$ cat config.mk
export PLATFORM = sky130hd
export DESIGN_NAME = card_reset_ctrl
export DESIGN_NICKNAME = d
export VERILOG_FILES = /design/src/rtl/rcs_pkg.sv /design/src/rtl/rcs_glitch_filter.sv /design/src/rtl/rcs_tick_gen.sv /design/src/rtl/rcs_width_timer.sv /design/src/rtl/card_reset_ctrl.sv
export SDC_FILE = /design/constraint.sdc
export NUM_CORES = 1
export LEC_CHECK = 0
export ABC_AREA = 1
export CORE_UTILIZATION = 48
export DETAILED_ROUTE_END_ITERATION = 8
export PLACE_DENSITY = 0.66
export SETUP_SLACK_MARGIN = 0.3
export SLEW_MARGIN = 15
export SYNTH_ARGS = -nofsm -noshare
export SYNTH_HDL_FRONTEND = slang
export SYNTH_HIERARCHICAL = 1
export SYNTH_SLANG_ARGS = --single-unit
$ cat constraint.sdc
create_clock -name clk -period 4.6 [get_ports clk]
set_clock_uncertainty 0.2 [all_clocks]
set_input_delay 0.46 -clock clk [delete_from_list [all_inputs] [get_ports clk]]
set_output_delay 0.46 -clock clk [all_outputs]
set_load 0.01 [all_outputs]
$ cat src/rtl/rcs_pkg.sv
package rcs_pkg;

    typedef enum logic [1:0] {
        ST_PWR_WAIT  = 2'd0,
        ST_STRETCH   = 2'd1,
        ST_HOST_HOLD = 2'd2,
        ST_RUN       = 2'd3
    } rcs_state_e;

endpackage

$ cat src/rtl/rcs_glitch_filter.sv
module rcs_glitch_filter #(
    parameter int GLITCH_CYC = 4
) (
    input  logic clk,
    input  logic rst_n,
    input  logic host_rst_n,
    output logic rst_req
);
    localparam int CW = $clog2(GLITCH_CYC + 1);

    logic [CW-1:0] low_cnt;

    always_ff @(posedge clk or negedge rst_n) begin
        if (!rst_n) begin
            low_cnt <= '0;
            rst_req <= 1'b0;
        end else if (host_rst_n) begin
            low_cnt <= '0;
            rst_req <= 1'b0;
        end else begin
            if (low_cnt != CW'(GLITCH_CYC)) begin
                low_cnt <= low_cnt + 1'b1;
            end
            if (low_cnt == CW'(GLITCH_CYC)) begin
                rst_req <= 1'b1;
            end
        end
    end

    // a request is only raised after a low input was seen
    a_r1_req_after_low: assert property (@(posedge clk) disable iff (!rst_n)
        $rose(rst_req) |-> $past(!host_rst_n));

    // a high input drops the request at the next edge
    a_r1_release_clears: assert property (@(posedge clk) disable iff (!rst_n)
        host_rst_n |=> !rst_req);

endmodule

$ cat src/rtl/rcs_tick_gen.sv
module rcs_tick_gen #(
    parameter int TICK_DIV = 100000
) (
    input  logic clk,
    input  logic rst_n,
    input  logic clear,
    output logic tick
);
    localparam int PW = (TICK_DIV > 1) ? $clog2(TICK_DIV) : 1;
    localparam logic [PW-1:0] LAST = PW'(TICK_DIV - 1);

    logic [PW-1:0] pre_cnt;

    always_ff @(posedge clk or negedge rst_n) begin
        if (!rst_n) begin
            pre_cnt <= '0;
        end else if (clear || pre_cnt == LAST) begin
            pre_cnt <= '0;
        end else begin
            pre_cnt <= pre_cnt + 1'b1;
        end
    end

    assign tick = (pre_cnt == LAST) && !clear;

    // the prescaler never runs past its last value
    a_r2_pre_in_range: assert property (@(posedge clk) disable iff (!rst_n)
        pre_cnt <= LAST);

endmodule

$ cat src/rtl/rcs_width_timer.sv
module rcs_width_timer #(
    parameter int BASE_TICKS = 25,
    parameter int SEL_W      = 2
) (
    input  logic             clk,
    input  logic             rst_n,
    input  logic             start,
    input  logic [SEL_W-1:0] width_sel,
    input  logic             tick,
    output logic             done
);
    localparam int MAX_TICKS = BASE_TICKS << ((1 << SEL_W) - 1);
    localparam int CW        = $clog2(MAX_TICKS + 1);

    logic [CW-1:0] tick_cnt;
    logic [CW-1:0] target;

    always_ff @(posedge clk or negedge rst_n) begin
        if (!rst_n) begin
            tick_cnt <= '0;
            target   <= CW'(BASE_TICKS);
            done     <= 1'b0;
        end else if (start) begin
            tick_cnt <= '0;
            target   <= CW'(BASE_TICKS) << width_sel;
            done     <= 1'b0;
        end else if (!done && tick) begin
            tick_cnt <= tick_cnt + 1'b1;
            if (tick_cnt == target - 1'b1) begin
                done <= 1'b1;
            end
        end
    end

    // once expired the timer stays expired until restarted
    a_r2_done_sticky: assert property (@(posedge clk) disable iff (!rst_n)
        (done && !start) |=> done);

    // a restart always clears the expiry
    a_r2_start_clears: assert property (@(posedge clk) disable iff (!rst_n)
        start |=> !done);

endmodule

$ cat src/rtl/card_reset_ctrl.sv
module card_reset_ctrl #(
    parameter int GLITCH_CYC = 4,
    parameter int TICK_DIV   = 100000,
    parameter int BASE_TICKS = 25,
    parameter int SEL_W      = 2
) (
    input  logic             clk,
    input  logic             rst_n,
    input  logic             host_rst_n,
    input  logic             host_pwr_ok,
    input  logic [1:0]       board_sel_n,
    input  logic             card_pwr_ok,
    input  logic             pwr_enable,
    input  logic [SEL_W-1:0] width_sel,
    output logic             card_rst_n,
    output logic             card_rst,
    output logic             sig_valid_n
);
    import rcs_pkg::*;

    rcs_state_e state;
    rcs_state_e state_nx;
    logic       pwr_all;
    logic       host_req;
    logic       timer_start;
    logic       timer_done;
    logic       tick;

    assign pwr_all = host_pwr_ok && (board_sel_n == 2'b00) && card_pwr_ok && pwr_enable;

    rcs_glitch_filter #(.GLITCH_CYC(GLITCH_CYC)) u_filter (
        .clk        (clk),
        .rst_n      (rst_n),
        .host_rst_n (host_rst_n),
        .rst_req    (host_req)
    );

    rcs_tick_gen #(.TICK_DIV(TICK_DIV)) u_tick (
        .clk   (clk),
        .rst_n (rst_n),
        .clear (timer_start),
        .tick  (tick)
    );

    rcs_width_timer #(.BASE_TICKS(BASE_TICKS), .SEL_W(SEL_W)) u_timer (
        .clk       (clk),
        .rst_n     (rst_n),
        .start     (timer_start),
        .width_sel (width_sel),
        .tick      (tick),
        .done      (timer_done)
    );

    always_comb begin
        state_nx    = state;
        timer_start = 1'b0;
        unique case (state)
            ST_PWR_WAIT: begin
                if (pwr_all) begin
                    state_nx    = ST_STRETCH;
                    timer_start = 1'b1;
                end
            end
            ST_STRETCH: begin
                if (timer_done) begin
                    state_nx = host_rst_n ? ST_RUN : ST_HOST_HOLD;
                end
            end
            ST_HOST_HOLD: begin
                if (host_rst_n) begin
                    state_nx = ST_RUN;
                end
            end
            ST_RUN: begin
                if (host_req) begin
                    state_nx    = ST_STRETCH;
                    timer_start = 1'b1;
                end
            end
            default: state_nx = ST_PWR_WAIT;
        endcase
        if (!pwr_all) begin
            state_nx    = ST_PWR_WAIT;
            timer_start = 1'b0;
        end
    end

    always_ff @(posedge clk or negedge rst_n) begin
        if (!rst_n) begin
            state <= ST_PWR_WAIT;
        end else begin
            state <= state_nx;
        end
    end

    always_comb begin
        card_rst_n  = (state == ST_RUN) && pwr_all && !host_req;
        card_rst    = !card_rst_n;
        sig_valid_n = !card_rst_n;
    end

    // entry into the running state needs full power and a released host
    a_r5_entry_gated: assert property (@(posedge clk) disable iff (!rst_n)
        (state == ST_RUN && $past(state) != ST_RUN) |-> ($past(host_rst_n) && $past(pwr_all)));

    // loss of any power condition sends the FSM to power wait
    a_r9_power_loss: assert property (@(posedge clk) disable iff (!rst_n)
        !pwr_all |=> state == ST_PWR_WAIT);

    // no release while the stretch timer is still running
    a_r6_stretch_holds: assert property (@(posedge clk) disable iff (!rst_n)
        (state == ST_STRETCH && !timer_done) |=> state != ST_RUN);

    // signal valid only ever appears in the running state
    a_r7_valid_in_run: assert property (@(posedge clk) disable iff (!rst_n)
        !sig_valid_n |-> state == ST_RUN);

endmodule

==> run summary, run 1 <==
The wire-length estimate of the detail-placed layout is between 3000 and 4000 µm. The most used flip-flop cell after synthesis is sky130_fd_sc_hd__dfrtp_1. The power per cell area is between 300 and 400 mW/mm². The reg-to-reg setup timing slack came out at 2.13 ns. By instance count, the leading cell after synthesis is sky130_fd_sc_hd__nand2_1. The smallest clock period supported by the final layout is computed as 2.53 ns. The class of the most critical hold timing path is in -> async. The detailed-router iteration count before antenna repair came out at 4. The portion of the post-synthesis area used by sequential elements came out at 0.394. The synthesized design contains 40 register bits. The number of global-route vias before repair is 1,802. The number of pins exceeding their max-slew limit in the final report is 0.

IR analysis of the VDD net gives a maximum drop of 0.171 mV. The number of antenna violations at the first check in global routing is 0. Setup repair after global routing left no endpoint under its margin. The top-area cell type share of the netlist area came out at 0.363.

The final-layout setup total negative slack came out at 0 ns. From synthesis to final layout, the design area changed by 10.7%. The initial utilization of the core area, before any placement, comes to 0.499.

In the final design database the tool counted about 370 nets. Gates resized during post-CTS repair numbered 0. The maximum count of clock buffers along a single path came out at 2. The endpoint identified for the worst register-to-register timing path is u_timer/tick_cnt[6]$_DFFE_PN0P_.

The ratio of cells with drive above 1 in the final layout came out at 0.131. The global router's overall resource usage came out at 0.178. The CTS sink count came out at 40. The max-capacitance violation count is 0. The total CTS buffers is 5. Of the available clock period, the critical path in the final layout requires 0.549. The count of hold buffers inserted by post-cts repair is 0. The later-pin clock latency in the skew report came out at 0.29 ns. The floorplan core area came out at 0.00511 mm². In the synthesized netlist the async set-or-reset flop fraction comes to 1.00.

The floorplan die height came out at 74.9 µm. The total I/O pin count came out at 13. The path type of the worst setup path is in -> out. Once placement completed, the tool counted placed cells totaling 414.

The congestion estimate from routability-driven global placement came to 0.870. The arrival time of data at the critical path endpoint came out at 1.87 ns. The flow ran to the end, and the final reports show no timing, DRC or antenna violations. The post-placement cell area came out at 0.00273 mm².

The pin slew with the least headroom to its limit is 0.875 ns. Entering global routing, the biggest net connects 41 pins. The die footprint is 0.00561 mm². The final setup violation count came out at 0. Sorting the synthesized cells by area gives the leading types as sky130_fd_sc_hd__dfrtp_1, sky130_fd_sc_hd__nand2_1, sky130_fd_sc_hd__inv_1, sky130_fd_sc_hd__nor2_1, sky130_fd_sc_hd__ha_1. The repair_antennas step left the layout with diodes totalling 0.

The number of distinct library cells after synthesis is 31. Wires add up to 4460 µm. For this block, the initial DRC count from the detailed router was 76. The number of cell rows came out at 26. The count of endpoints failing hold in the final timing report came out at 0. The first global-routing pass estimated 7600 µm of wire. Ranked by instance count, the synthesized netlist is headed by sky130_fd_sc_hd__nand2_1, sky130_fd_sc_hd__inv_1, sky130_fd_sc_hd__nor2_1. Synthesis handed over a netlist of 335 instances.

The TritonCTS clock tree is done. After routing the design area is 0.00282 mm². The setup fix buffers added after clock tree synthesis is 0. After clock tree synthesis, the clock-pin slew on the worst setup and hold paths is 0.08 ns. The leakage component of the power is 1.35 nW. STA classifies the critical path endpoint as a primary output. For the worst setup path, the data required time is 3.94 ns. The number of cells on the worst reg-to-reg path is 12. The overall via count from detail_route came out at ~2,000. The number of routed nets with antenna violations is 0. In this run the worst path has a maximum fanout of 5. The final cell count without fillers is 422. The max-slew headroom at the worst pin came out at 0.417. Summed over all instances, the cell type with the most area after synthesis is sky130_fd_sc_hd__dfrtp_1. The synthesized design contains 0 enable-type register cells.

At the end of the flow the core is filled with cells to 0.553. The horizontal extent of the die came out at 74.9 µm. After detailed routing, the average wire length per cell comes to 10.6 µm.

The detailed-route DRC error count came out at 0. The upper clock frequency limit is 0.396 GHz. STA classifies the critical path startpoint as a primary input. The H-tree generated during clock tree synthesis spans 2 levels. The synthesized area divided by synthesized cell count came out at 7.61 µm². The cell area after synthesis is 0.00255 mm². The via density per instance came out at 4.76. The number of nets handed over by synthesis was 358. The startpoint identified for the worst register-to-register timing path is state[0]$_DFFE_PN0P_. During placement, the flow inserted port buffers numbering 12. The count of synthesis-stage warnings from yosys is 6. The residual overflow from global routing is 0. The buffer type at the clock tree root is sky130_fd_sc_hd__clkbuf_8.
[worst max-delay path by stage]
stage                                           start                              end  slack, ns
after floorplan           u_tick/pre_cnt[0]$_DFF_PN0_  u_timer/tick_cnt[6]$_DFFE_PN0P_       2.56
after global placement                 board_sel_n[0]  u_timer/tick_cnt[6]$_DFFE_PN0P_       1.99
after detailed placement               board_sel_n[0]  u_timer/tick_cnt[6]$_DFFE_PN0P_       1.89
after CTS                                  pwr_enable                       card_rst_n       2.06
after global routing             state[0]$_DFFE_PN0P_  u_timer/tick_cnt[6]$_DFFE_PN0P_       1.92
final                                      pwr_enable                       card_rst_n       2.07
[metal layers]
metal / wire length [µm] / up-vias / global-route usage / share of wire
met5: 0 / - / 0 / 0
met4: 53 / 0 / 0.0503 / 0.012
met3: 136 / 6 / 0.0442 / 0.031
met2: 1990 / 24 / 0.280 / 0.45
met1: 2280 / 901 / 0.244 / 0.51
li1: - / 1077 / - / -
[through the flow]
stage	worst slack, ns	total power [mW]	hold slack (ns)
2_1_floorplan	2.56	0.677	-0.0356
3_3_place_gp	1.99	0.732	0.297
3_5_place_dp	1.89	0.738	0.295
4_1_cts	2.06	0.984	0.123
5_1_grt	1.92	1.04	0.165
6_report	2.07	0.970	0.0808
[power breakdown]
group / switching, mW / internal (mW)
Combinational: 0.134 / 0.107
Clock: 0.121 / 0.120
Sequential: 0.0726 / 0.416
Total: 0.327 / 0.643
[worst max-delay path, stage by stage]
cell and delay [ns]:
sky130_fd_sc_hd__clkdlybuf4s50_1 0.47, sky130_fd_sc_hd__nand3_2 0.09, sky130_fd_sc_hd__nor2_4 0.14, sky130_fd_sc_hd__inv_2 0.07, sky130_fd_sc_hd__nor2_4 0.09, sky130_fd_sc_hd__clkdlybuf4s50_1 0.54
[sequential cells by signal, indices dropped and copies added (netlist names)]
| signal | cells |
|---|---|
| u_tick/pre_cnt | 17 |
| u_timer/target | 8 |
| u_timer/tick_cnt | 8 |
| u_filter/low_cnt | 3 |
| state | 2 |
| u_filter/rst_req | 1 |
| u_timer/done | 1 |
[kinds of logic (layout without fill, tap and decap cells)]
group | count (synthesis) | count (layout) | share of synthesized area
adder cells (fa/ha/maj) | 13 | 13 | 0.0638
AND/OR/NAND/NOR | 191 | 191 | 0.352
XOR/XNOR | 14 | 14 | 0.0481
flip-flops | 40 | 40 | 0.394
buffers and inverters | 52 | 69 | 0.0824
AO/OA/AOI/OAI | 25 | 25 | 0.0599
[cell usage in the layout (no fill, tap or decap), types with 2 or more instances in the layout]
master,n
sky130_fd_sc_hd__nor2_2,8
sky130_fd_sc_hd__nor3_2,2
sky130_fd_sc_hd__dfstp_2,3
sky130_fd_sc_hd__o21ai_2,2
sky130_fd_sc_hd__nor3_1,4
sky130_fd_sc_hd__a21oi_1,6
sky130_fd_sc_hd__o21ai_0,7
sky130_fd_sc_hd__o21a_1,2
sky130_fd_sc_hd__inv_1,44
sky130_fd_sc_hd__nand2_4,3
sky130_fd_sc_hd__nor2_1,44
sky130_fd_sc_hd__xor2_1,7
sky130_fd_sc_hd__o21bai_1,3
sky130_fd_sc_hd__nand3_1,23
sky130_fd_sc_hd__nand2_2,5
sky130_fd_sc_hd__o21ai_1,3
sky130_fd_sc_hd__nand3_2,4
sky130_fd_sc_hd__clkdlybuf4s50_1,11
sky130_fd_sc_hd__clkinv_2,2
sky130_fd_sc_hd__dfrtp_1,37
sky130_fd_sc_hd__xnor2_1,7
sky130_fd_sc_hd__ha_1,13
sky130_fd_sc_hd__clkbuf_8,6
sky130_fd_sc_hd__nand4_1,6
sky130_fd_sc_hd__nor2_4,3
sky130_fd_sc_hd__inv_2,4
sky130_fd_sc_hd__nand2_1,87
[layout make-up]
type	instances	area (µm²)
fill	486	2280
clock inverter	2	10.0
tap	70	87.6
sequential	40	1000
multi-input combinational	243	1340
timing repair buffer	13	123
clock buffer	6	82.6
inverter	48	180
(Power assumes the default switching activity.)
==> inputs of run 2 (changes only) <==
clock period = 2.5 ns   (was 4.6 ns; I/O delays follow)
==> run summary, run 2 (same netlist as run 1, synthesis figures left out) <==
Status: finished clean (unchanged). The CTS sink count came out at 40 (unchanged). The floorplan die height was 74.9 µm (unchanged). The share of total power in the clock network was 0.289 (was 0.248). The global router's overall resource usage came out at 0.187 (was 0.178). The CTS clock-pin slew for the worst setup and hold paths came to 0.08 ns (about the same).

The detailed-route wire length per cell came out at 10.8 µm (was 10.6 µm). The count of endpoints failing hold in the final timing report came out at 0 (unchanged). The cell-internal power came to 1.36 mW (was 0.643 mW). The floorplan core area is 0.00511 mm² (unchanged).

Registers with the most flip-flops: u_tick/pre_cnt: 17 flops, u_timer/target: 8 flops, u_timer/tick_cnt: 8 flops (unchanged). The final setup violation count came to 0 (unchanged). The worst hold slack is 0.344 ns (was 0.0808 ns).

The startpoint class of the critical path is a primary input (unchanged). The highest ir drop seen on vdd came out at 0.321 mV (was 0.171 mV). The number of fill cells in the layout is 459 (was 486). The die footprint came out at 0.00561 mm² (unchanged). The number of cell rows came out at 26 (unchanged). The final-layout setup total negative slack is 0 ns (unchanged). The pin slew with the least headroom to its limit is 0.898 ns (was 0.875 ns). The horizontal extent of the die is 74.9 µm (unchanged). The path type of the worst setup path is in -> out (unchanged). The number of global-route vias before repair came out at 1,847 (was 1,802).

The number of cells on the worst reg-to-reg path came out at 12 (unchanged). The H-tree depth was 2 (unchanged). Highest-count cells in the layout ignoring fill and taps: sky130_fd_sc_hd__nand2_1, sky130_fd_sc_hd__nor2_1, sky130_fd_sc_hd__inv_1 (was sky130_fd_sc_hd__nand2_1, sky130_fd_sc_hd__inv_1, sky130_fd_sc_hd__nor2_1). The peak fanout along the critical path came out at 4 (was 5). The via density per instance is 4.77 (was 4.76). The number of antenna violations at the first check in global routing came out at 0 (unchanged). The placer's final routability congestion estimate came to 0.885 (was 0.870). The TritonCTS clock tree was done (unchanged). The number of routed nets with antenna violations is 0 (unchanged). The timing endpoint of the critical path is card_rst_n (unchanged).

The detailed-route DRC error count came out at 0 (unchanged). The maximum number of pins on one net before global-route repair is 41 (unchanged). The startpoint of the tightest hold check path is u_timer/target[7]$_DFFE_PN0P_. RSZ-0062 raised after global routing: no (unchanged). The starting density of the core came out at 0.499 (unchanged). The type of destination of the critical path is a primary output (unchanged). The leakage component of the power is 1.45 nW (was 1.35 nW). The buffer type at the clock tree root was sky130_fd_sc_hd__clkbuf_8 (unchanged). The detailed-router iteration count before antenna repair is 6 (was 4).

The max-capacitance violation count is 0 (unchanged). The most common cell after layout, fill and taps aside is sky130_fd_sc_hd__nand2_1 (unchanged). The first-pass GRT wire length was 7950 µm (was 7600 µm). The initial detailed-routing violation count was 123 (was 76). The flip-flop count of the largest register, all copies and words added was 17 (unchanged). The ratio of cells with drive above 1 in the final layout came out at 0.191 (was 0.131). The power per cell area came out at 652 mW/mm² (was 344 mW/mm²).

The overall routed net length is 4710 µm (was 4460 µm). The switching power of the nets came out at 0.625 mW (was 0.327 mW). The number of placed instances, taps included was 416 (was 414).

The period utilization is 0.851. The number of nets at the end of the flow came out at 389 (was 374). The first element of the critical path is pwr_enable (unchanged). The number of pins exceeding their max-slew limit in the final report came out at 0 (unchanged). The total I/O pin count came out at 13 (unchanged). The arrival time of data at the critical path endpoint came out at 1.68 ns (was 1.87 ns). The later-pin clock latency in the skew report came out at 0.29 ns (about the same).

The register share of total power came to 0.453 (was 0.503). The maximum count of clock buffers along a single path is 2 (unchanged). The capture instance of the worst register-to-register path is u_timer/tick_cnt[7]$_DFFE_PN0P_ (was u_timer/tick_cnt[6]$_DFFE_PN0P_). The number of input and output port buffers inserted came out at 12 (unchanged). The total CTS buffers came out at 5 (unchanged). The residual overflow from global routing is 0 (unchanged).

The post-detailed-placement half-perimeter wirelength was 3390 µm (was 3370 µm). The overall via count from detail_route is 2,086 (was 2,008). The required time of the worst setup path is 2.05 ns (was 3.94 ns). The max-slew headroom at the worst pin came out at 0.401 (was 0.417). The net switching share of the total power is 0.315 (was 0.337). The reg-to-reg setup timing slack is 0.40 ns (was 2.13 ns). The number of diodes came out at 0 (unchanged).

The combinational cell fraction of total power is 0.258 (was 0.249). The worst path in the final design needs a cycle of 2.13 ns, including I/O delays and setup. The upper clock frequency limit came out at 0.470 GHz. The class of the most critical hold timing path is reg -> reg (was in -> async). The launch point of the worst reg-to-reg path is state[1]$_DFFE_PN0P_ (was state[0]$_DFFE_PN0P_). The register containing the most flip-flops in the final layout is u_tick/pre_cnt (unchanged). The final cell count without fillers is 437 (was 422). The post-synthesis to final-layout area growth came to 19.4% (was 10.7%).
-- run 2: worst min-delay path by stage --
| stage | to | slack (ns) | depth (start not counted) |
|---|---|---|---|
| 3_5_place_dp | u_tick/pre_cnt[5]$_DFF_PN0_ | 0.24 | 1 |
| 4_1_cts | u_timer/target[7]$_DFFE_PN0P_ | 0.35 | 2 |
| 5_1_grt | u_timer/target[4]$_DFFE_PN1P_ | 0.38 | 1 |
| 6_report | u_timer/target[7]$_DFFE_PN0P_ | 0.34 | 2 |
| 2_1_floorplan | state[0]$_DFFE_PN0P_ | -0.25 | 0 |
| 3_3_place_gp | u_tick/pre_cnt[4]$_DFF_PN0_ | 0.23 | 1 |
-- run 2: metrics by stage --
stage / instance area (µm²) / utilization / worst slack, ns / power (mW)
after floorplan: 2550 / - / 0.463 / 1.25
after global placement: 2750 / 0.537 / 0.189 / 1.36
after detailed placement: 2750 / 0.537 / 0.136 / 1.37
after CTS: 2930 / 0.573 / 0.262 / 1.98
after global routing: 3040 / 0.596 / 0.278 / 2.12
final: 3040 / 0.596 / 0.371 / 1.98
-- run 2: power groups by stage --
stage / clock network [mW] / logic (mW) / registers (mW)
6_report: 0.573 / 0.512 / 0.899
5_1_grt: 0.618 / 0.584 / 0.920
4_1_cts: 0.594 / 0.487 / 0.895
3_5_place_dp: 0 / 0.455 / 0.911
3_3_place_gp: 0 / 0.447 / 0.909
2_1_floorplan: 0 / 0.365 / 0.881
-- run 2: cell type report --
| cell class | instances | area (µm²) | share of cell area |
|---|---|---|---|
| timing repair buffer | 28 | 241 | 0.0793 |
| multi-input combinational | 243 | 1400 | 0.460 |
| inverter | 48 | 180 | 0.0592 |
| tap | 70 | 87.6 | 0.0288 |
| sequential | 40 | 1010 | 0.331 |
| clock inverter | 1 | 30.0 | 0.00986 |
| clock buffer | 7 | 96.3 | 0.0316 |
-- run 2: routing by layer --
layer  global-route usage  up-vias  share of wire
met4               0.0734        0         0.0089
met3               0.0469        4          0.027
met5                    0        -              0
li1                     -     1102              -
met2                0.277       31           0.44
met1                0.261      949           0.52
-- run 2: repair_timing --
| action | CTS | global route |
|---|---|---|
| endpoints found under the hold margin | 37 | 0 |
| setup buffers | 5 | 7 |
| endpoints found under the setup margin | 4 | 10 |
| hold buffers | 1 | 0 |
| resized for setup | 2 | 16 |
| pin swaps | 2 | 7 |
| cloned | 0 | 0 |
-- run 2: critical path, stage by stage --
cell	delay, ns
sky130_fd_sc_hd__clkdlybuf4s50_1	0.47
sky130_fd_sc_hd__nand3_2	0.09
sky130_fd_sc_hd__nor2_4	0.14
sky130_fd_sc_hd__inv_2	0.07
sky130_fd_sc_hd__nor2_4	0.10
sky130_fd_sc_hd__clkdlybuf4s50_1	0.55
==> inputs of run 3 (changes only) <==
SLEW_MARGIN = default   (was 15)
==> results of run 3 <==
The final DEF is identical to that of run 2; final timing and power are the same.
